<file path="src/rtl/link_bp_pkg.sv">
package link_bp_pkg;

   typedef enum logic {
      FC_CREDIT = 1'b0,
      FC_ONOFF  = 1'b1
   } fc_mode_e;

   function automatic int bp_cnt_w(input int depth);
      return $clog2(depth + 1);
   endfunction

endpackage

</file>
<file path="src/rtl/bp_ret_delay.sv">
module bp_ret_delay #(
   parameter int   LAT     = 2,
   parameter logic RST_VAL = 1'b0
) (
   input  logic clk,
   input  logic rst_n,
   input  logic d_i,
   output logic q_o
);

   generate
      if (LAT == 0) begin : g_wire
         assign q_o = d_i;
      end else begin : g_pipe
         logic [LAT-1:0] stage_q;
         always_ff @(posedge clk) begin
            if (!rst_n) begin
               stage_q <= {LAT{RST_VAL}};
            end else begin
               stage_q[0] <= d_i;
               for (int i = 1; i < LAT; i++) begin
                  stage_q[i] <= stage_q[i-1];
               end
            end
         end
         assign q_o = stage_q[LAT-1];
      end
   endgenerate

endmodule

</file>
<file path="src/rtl/bp_rx_side.sv">
module bp_rx_side
   import link_bp_pkg::*;
#(
   parameter fc_mode_e MODE   = FC_CREDIT,
   parameter int       DEPTH  = 8,
   parameter int       OFF_TH = 6,
   parameter int       ON_TH  = 4,
   parameter int       CNT_W  = 4
) (
   input  logic             clk,
   input  logic             rst_n,
   input  logic             enq_i,
   input  logic             deq_i,
   output logic [CNT_W-1:0] occ_o,
   output logic             credit_o,
   output logic             on_o
);

   localparam logic [CNT_W-1:0] DEPTH_V = CNT_W'(DEPTH);
   localparam logic [CNT_W-1:0] OFF_V   = CNT_W'(OFF_TH);
   localparam logic [CNT_W-1:0] ON_V    = CNT_W'(ON_TH);

   logic [CNT_W-1:0] occ_q;
   logic [CNT_W-1:0] occ_nxt;
   logic             deq_ok;

   assign deq_ok  = deq_i && (occ_q != '0);
   assign occ_nxt = occ_q + {{(CNT_W-1){1'b0}}, enq_i} - {{(CNT_W-1){1'b0}}, deq_ok};

   always_ff @(posedge clk) begin
      if (!rst_n) occ_q <= '0;
      else        occ_q <= occ_nxt;
   end

   assign occ_o = occ_q;

   AST_OCC_BOUND: assert property (@(posedge clk) disable iff (!rst_n)
      occ_q <= DEPTH_V);
   AST_DEQ_STEP: assert property (@(posedge clk) disable iff (!rst_n)
      (deq_i && !enq_i && occ_q != '0) |=> (occ_q == $past(occ_q) - 1'b1));
   AST_EMPTY_DEQ: assert property (@(posedge clk) disable iff (!rst_n)
      (deq_i && !enq_i && occ_q == '0) |=> (occ_q == '0));

   generate
      if (MODE == FC_ONOFF) begin : g_onoff
         logic on_q;
         always_ff @(posedge clk) begin
            if (!rst_n)                on_q <= 1'b1;
            else if (occ_nxt >= OFF_V) on_q <= 1'b0;
            else if (occ_nxt <= ON_V)  on_q <= 1'b1;
         end
         assign on_o     = on_q;
         assign credit_o = 1'b0;

         AST_OFF_LEVEL: assert property (@(posedge clk) disable iff (!rst_n)
            $fell(on_q) |-> (occ_q >= OFF_V));
         AST_ON_LEVEL: assert property (@(posedge clk) disable iff (!rst_n)
            $rose(on_q) |-> (occ_q <= ON_V));
         AST_HOLD_BAND: assert property (@(posedge clk) disable iff (!rst_n)
            (occ_q > ON_V && occ_q < OFF_V && $past(occ_q) > ON_V && $past(occ_q) < OFF_V)
            |-> $stable(on_q));
      end else begin : g_credit
         assign on_o     = 1'b1;
         assign credit_o = deq_ok;
      end
   endgenerate

endmodule

</file>
<file path="src/rtl/bp_tx_side.sv">
module bp_tx_side
   import link_bp_pkg::*;
#(
   parameter fc_mode_e MODE    = FC_CREDIT,
   parameter int       DEPTH   = 8,
   parameter int       RET_LAT = 2,
   parameter int       CNT_W   = 4
) (
   input  logic clk,
   input  logic rst_n,
   input  logic send_i,
   input  logic ret_raw_i,
   output logic can_send_o,
   output logic flit_vld_o
);

   localparam logic RST_RET = (MODE == FC_ONOFF) ? 1'b1 : 1'b0;

   logic ret_dly;

   bp_ret_delay #(
      .LAT     (RET_LAT),
      .RST_VAL (RST_RET)
   ) u_ret_dly (
      .clk   (clk),
      .rst_n (rst_n),
      .d_i   (ret_raw_i),
      .q_o   (ret_dly)
   );

   generate
      if (MODE == FC_CREDIT) begin : g_credit
         localparam logic [CNT_W-1:0] DEPTH_V = CNT_W'(DEPTH);
         logic [CNT_W-1:0] tok_q;
         logic             fire;

         assign can_send_o = (tok_q != '0);
         assign fire       = send_i && can_send_o;
         assign flit_vld_o = fire;

         always_ff @(posedge clk) begin
            if (!rst_n) tok_q <= DEPTH_V;
            else        tok_q <= tok_q - {{(CNT_W-1){1'b0}}, fire}
                                       + {{(CNT_W-1){1'b0}}, ret_dly};
         end

         AST_TOK_BOUND: assert property (@(posedge clk) disable iff (!rst_n)
            tok_q <= DEPTH_V);
         AST_TOK_SPEND: assert property (@(posedge clk) disable iff (!rst_n)
            (fire && !ret_dly) |=> (tok_q == $past(tok_q) - 1'b1));
         AST_TOK_SWAP: assert property (@(posedge clk) disable iff (!rst_n)
            (fire && ret_dly) |=> $stable(tok_q));
      end else begin : g_onoff
         assign can_send_o = ret_dly;
         assign flit_vld_o = send_i && ret_dly;
      end
   endgenerate

endmodule

</file>
<file path="src/rtl/link_bp_ctrl.sv">
module link_bp_ctrl
   import link_bp_pkg::*;
#(
   parameter fc_mode_e MODE    = FC_CREDIT,
   parameter int       DEPTH   = 8,
   parameter int       RET_LAT = 2,
   parameter int       HYST    = 2
) (
   input  logic                       clk,
   input  logic                       rst_n,
   input  logic                       send_i,
   input  logic                       deq_i,
   output logic                       can_send_o,
   output logic                       flit_vld_o,
   output logic                       credit_ret_o,
   output logic                       onoff_o,
   output logic [$clog2(DEPTH+1)-1:0] occ_o
);

   localparam int CNT_W  = bp_cnt_w(DEPTH);
   localparam int OFF_TH = DEPTH - RET_LAT;
   localparam int ON_TH  = OFF_TH - HYST;

   initial begin
      if (DEPTH < 2)                 $error("link_bp_ctrl: DEPTH must be at least 2");
      if (RET_LAT < 0)               $error("link_bp_ctrl: RET_LAT must not be negative");
      if (HYST < 1)                  $error("link_bp_ctrl: HYST must be at least 1");
      if (DEPTH <= RET_LAT + HYST)   $error("link_bp_ctrl: DEPTH too small for RET_LAT and HYST");
   end

   logic vld;
   logic credit_w;
   logic on_w;
   logic ret_raw;

   bp_rx_side #(
      .MODE   (MODE),
      .DEPTH  (DEPTH),
      .OFF_TH (OFF_TH),
      .ON_TH  (ON_TH),
      .CNT_W  (CNT_W)
   ) u_rx (
      .clk      (clk),
      .rst_n    (rst_n),
      .enq_i    (vld),
      .deq_i    (deq_i),
      .occ_o    (occ_o),
      .credit_o (credit_w),
      .on_o     (on_w)
   );

   generate
      if (MODE == FC_CREDIT) begin : g_ret_credit
         assign ret_raw = credit_w;
      end else begin : g_ret_onoff
         assign ret_raw = on_w;
      end
   endgenerate

   bp_tx_side #(
      .MODE    (MODE),
      .DEPTH   (DEPTH),
      .RET_LAT (RET_LAT),
      .CNT_W   (CNT_W)
   ) u_tx (
      .clk        (clk),
      .rst_n      (rst_n),
      .send_i     (send_i),
      .ret_raw_i  (ret_raw),
      .can_send_o (can_send_o),
      .flit_vld_o (vld)
   );

   assign flit_vld_o   = vld;
   assign credit_ret_o = credit_w;
   assign onoff_o      = on_w;

   AST_GATED_SEND: assert property (@(posedge clk) disable iff (!rst_n)
      (send_i && !can_send_o) |=> (occ_o <= $past(occ_o)));

endmodule

</file>
<file path="config.mk">
export PLATFORM = sky130hd
export DESIGN_NAME = link_bp_ctrl
export DESIGN_NICKNAME = d
export VERILOG_FILES = /design/src/rtl/link_bp_pkg.sv /design/src/rtl/bp_ret_delay.sv /design/src/rtl/bp_rx_side.sv /design/src/rtl/bp_tx_side.sv /design/src/rtl/link_bp_ctrl.sv
export SDC_FILE = /design/constraint.sdc
export NUM_CORES = 1
export LEC_CHECK = 0
export ABC_AREA = 1
export CAP_MARGIN = 0
export CORE_MARGIN = 2
export CORE_UTILIZATION = 35
export CTS_CLUSTER_SIZE = 10
export DETAILED_ROUTE_END_ITERATION = 10
export SLEW_MARGIN = 20
export SYNTH_ARGS = -nofsm -noshare
export SYNTH_HDL_FRONTEND = slang
export SYNTH_HIERARCHICAL = 1
export SYNTH_SLANG_ARGS = --single-unit
</file>
<file path="constraint.sdc">
create_clock -name clk -period 1.95 [get_ports clk]
set_input_delay 0.39 -clock clk [delete_from_list [all_inputs] [get_ports clk]]
set_output_delay 0.39 -clock clk [all_outputs]
set_load 0.05 [all_outputs]
</file>
==> results.py <==
metrics = {
    "pwr": {
        "powerDensity_nw_per_um2": 1740,
        "pwr-share-seq_pct": 20.3,
        "sw_frac_of_total_pct": 44.6,
        "leakagePower_nw": 0.468,
        "intPower_mw": 0.956,
        "combPwrFrac_pct": 70.9,
        "p_switching_mw": 0.770,
        "p_clk_share_pct": 8.8,
        "p_total_mw": 1.73,
        "vdd_drop_max_mv": 0.918,
    },
    "synthesis": {
        "syn_area_per_cell_um2": 8.21,
        "syn_inst": 73,
        "synth_nets": 89,
        "syn_area_um2": 599,
        "ys_ff_latch": 10,
        "synth.distinct_cells": 14,
        "seq_area_frac_synth_pct": 33.4,
        "yosys_warnings": 6,
    },
    "cells_and_area": {
        "antenna_cells": 0,
        "fin_cells": 115,
        "final_util_pct": 63.7,
        "final_cell_mix": "buf_4 (13), inv_1 (13), clkdlybuf4s50_1 (7), nand2_1 (7)",
        "layout-drive-gt1-share_pct": 49.5,
        "nets": 116,
        "fill_cells": 137,
        "area_growth_pct": 65.8,
        "fin_area_um2": 993,
    },
    "worst_setup_path": {
        "startpoint_type": "flop",
        "crit_type": "reg -> reg",
        "critPathBufInv": 4,
        "arrival_ps": 2120,
        "worstSetupEndpointType": "flop",
        "critPathRequiredTime_ps": 2120,
        "endpoint": "u_tx/g_credit.tok_q[1]",
        "max_stage_delay_ps": 530,
        "rr_startpoint": "u_tx/g_credit.tok_q[2]",
        "critPathMaxFanout": 3,
        "cp_top_family": "adder cells",
        "rrSetupSlack_ps": 7,
        "cp_cell_sequence": "inv_2 > ha_4 > nand3_4 > and2_4 > buf_6 > ha_4 > inv_4 > ha_4 > inv_2 > fa_2 > nor2_2",
        "slowest_stage": "fa_2",
        "cp_common_cell": "ha_4",
        "rr_endpoint": "u_tx/g_credit.tok_q[1]",
        "crit_start": "u_tx/g_credit.tok_q[2]",
        "r2r_cells": 11,
        "worst-path-stages": 11,
    },
    "cts": {
        "clockBufferDepth": 2,
        "ctsRootBufferMaster": "clkbuf_4",
        "clkTransAtPathRegs_ps": 70,
        "cts_inserted_buffers": 3,
        "numClockSinks": 10,
        "clk_latency_ps": 270,
        "cts_tree": "built",
        "htree_levels": 1,
        "holdBufCountCts": 0,
    },
    "floorplan": {
        "initial_core_util_pct": 38.4,
        "die_width_um": 45.4,
        "die_area_um2": 2060,
        "fp.dieH_um": 45.4,
        "core_area_um2": 1560,
        "std_cell_rows": 14,
        "io_pins": 12,
    },
    "timing": {
        "finalHoldViolCount": 0,
        "clock.fmax_ghz": 0.515,
        "finalCritPeriodShare_pct": 99.6,
        "timing.hold.ws_ps": 411,
        "setup_tns_ps": 0,
        "setup_viol": 0,
        "report.final.slew_viol_count": 0,
        "rsz0062_at_grt": "true",
        "fin_crit_ps": 1940,
        "layout_setup_ws_ps": 7.33,
        "fin_skew_ps": 10.1,
    },
    "placement": {
        "post-place-ws_ps": -281,
        "place_inst": 106,
        "portBuffers": 10,
        "dpl_cell_area_um2": 878,
        "gp_congestion": 0.757,
        "dpl.hpwl_um": 898,
    },
    "global_routing": {
        "track_usage_pct": 14.7,
        "antenna_found_initial": 0,
        "grt_pass1_wl_mm": 2.01,
        "grt_max_degree": 9,
        "grt_pass1_vias": 516,
        "grt-ovfl-total": 0,
    },
    "routing": {
        "wl_mm": 1.19,
        "drc": 0,
        "viasPerCell": 4.57,
        "vias": 525,
        "ant_nets": 0,
        "first_pass_iters": 4,
        "wl_per_cell_um": 10.3,
        "drt-initial-drc-count": 1,
    },
    "outcome": {
        "outcome": "finished, final reports clean",
    },
    "min_path": {
        "worstHoldPathType": "reg -> reg",
    },
    "run": {
        "drv_cap": 0,
    },
}
[state kept, by name, summed over array words and instances (netlist names)]
name,count
u_tx/g_credit.tok_q,4
u_tx/u_ret_dly/g_pipe.stage_q,2
u_rx/occ_o,4
[cell usage after synthesis, drive strengths merged]
cell type | number | area (um^2)
inv | 22 | 82.6
nand3 | 7 | 45.0
fa | 2 | 40.0
a21boi | 1 | 7.51
dfxtp | 10 | 200
xor2 | 2 | 17.5
ha | 10 | 125
nand2 | 7 | 26.3
and2 | 1 | 6.26
a21oi | 3 | 15.0
buf | 1 | 7.51
nor2 | 6 | 22.5
conb | 1 | 3.75
[power by group through the flow]
stage	registers, mW	clock network (mW)	logic, mW
global route	0.357	0.174	1.37
floorplan	0.456	0	0.645
detailed placement	0.348	0	1.08
global placement	0.344	0	1.05
CTS	0.349	0.160	1.12
finish	0.350	0.153	1.22
[tightest hold or removal path, delay by kind of cell, from the launching register on]
| family | cells | cell delay, ps |
|---|---|---|
| flops | 1 | 300 |
| buf+inv | 1 | 40 |
| simple gates | 1 | 50 |
[cells by family after synthesis]
| family | Yosys count | synth area share (%) |
|---|---|---|
| simple gates | 21 | 16.7 |
| flops | 10 | 33.4 |
| fa+ha+maj | 12 | 27.6 |
| xor+xnor | 2 | 2.92 |
| buf+inv | 23 | 15.0 |
| other cells | 1 | 0.626 |
| compound gates | 4 | 3.76 |
[routing by layer]
metal / wire length (um) / share of wire, % / GRT usage [%] / vias up
met4: 27 / 2.3 / 8.82 / 0
met2: 621 / 52 / 23.9 / 8
met5: 0 / 0 / 0 / -
met3: 59 / 5.0 / 7.54 / 4
li1: - / - / - / 269
met1: 479 / 40 / 14.8 / 244
[worst min-delay path by stage]
stage / cells past startpoint / slack (ps) / to / from
global placement: 2 / 400 / u_tx/u_ret_dly/g_pipe.stage_q[1] / u_tx/u_ret_dly/g_pipe.stage_q[0]
detailed placement: 2 / 400 / u_tx/u_ret_dly/g_pipe.stage_q[1] / u_tx/u_ret_dly/g_pipe.stage_q[0]
global route: 2 / 430 / u_tx/u_ret_dly/g_pipe.stage_q[1] / u_tx/u_ret_dly/g_pipe.stage_q[0]
finish: 2 / 410 / u_tx/u_ret_dly/g_pipe.stage_q[1] / u_tx/u_ret_dly/g_pipe.stage_q[0]
floorplan: 2 / 390 / u_tx/u_ret_dly/g_pipe.stage_q[1] / u_tx/u_ret_dly/g_pipe.stage_q[0]
CTS: 2 / 410 / u_tx/u_ret_dly/g_pipe.stage_q[1] / u_tx/u_ret_dly/g_pipe.stage_q[0]
[area by class of cell]
type,instances,area [um^2],share of cell area (%)
multi-input combinational,40,423,42.6
clock buffer,4,26.3,2.64
inverter,22,90.1,9.07
timing repair buffer,23,219,22.0
tap,16,20.0,2.02
sequential,10,215,21.7
[timing repair]
item	CTS	global route
endpoints found under the hold margin	0	0
setup endpoints to repair	4	4
resized for setup	5	9
pin swaps	5	7
setup buffers	2	3
Power figures use the tool's default switching activity.
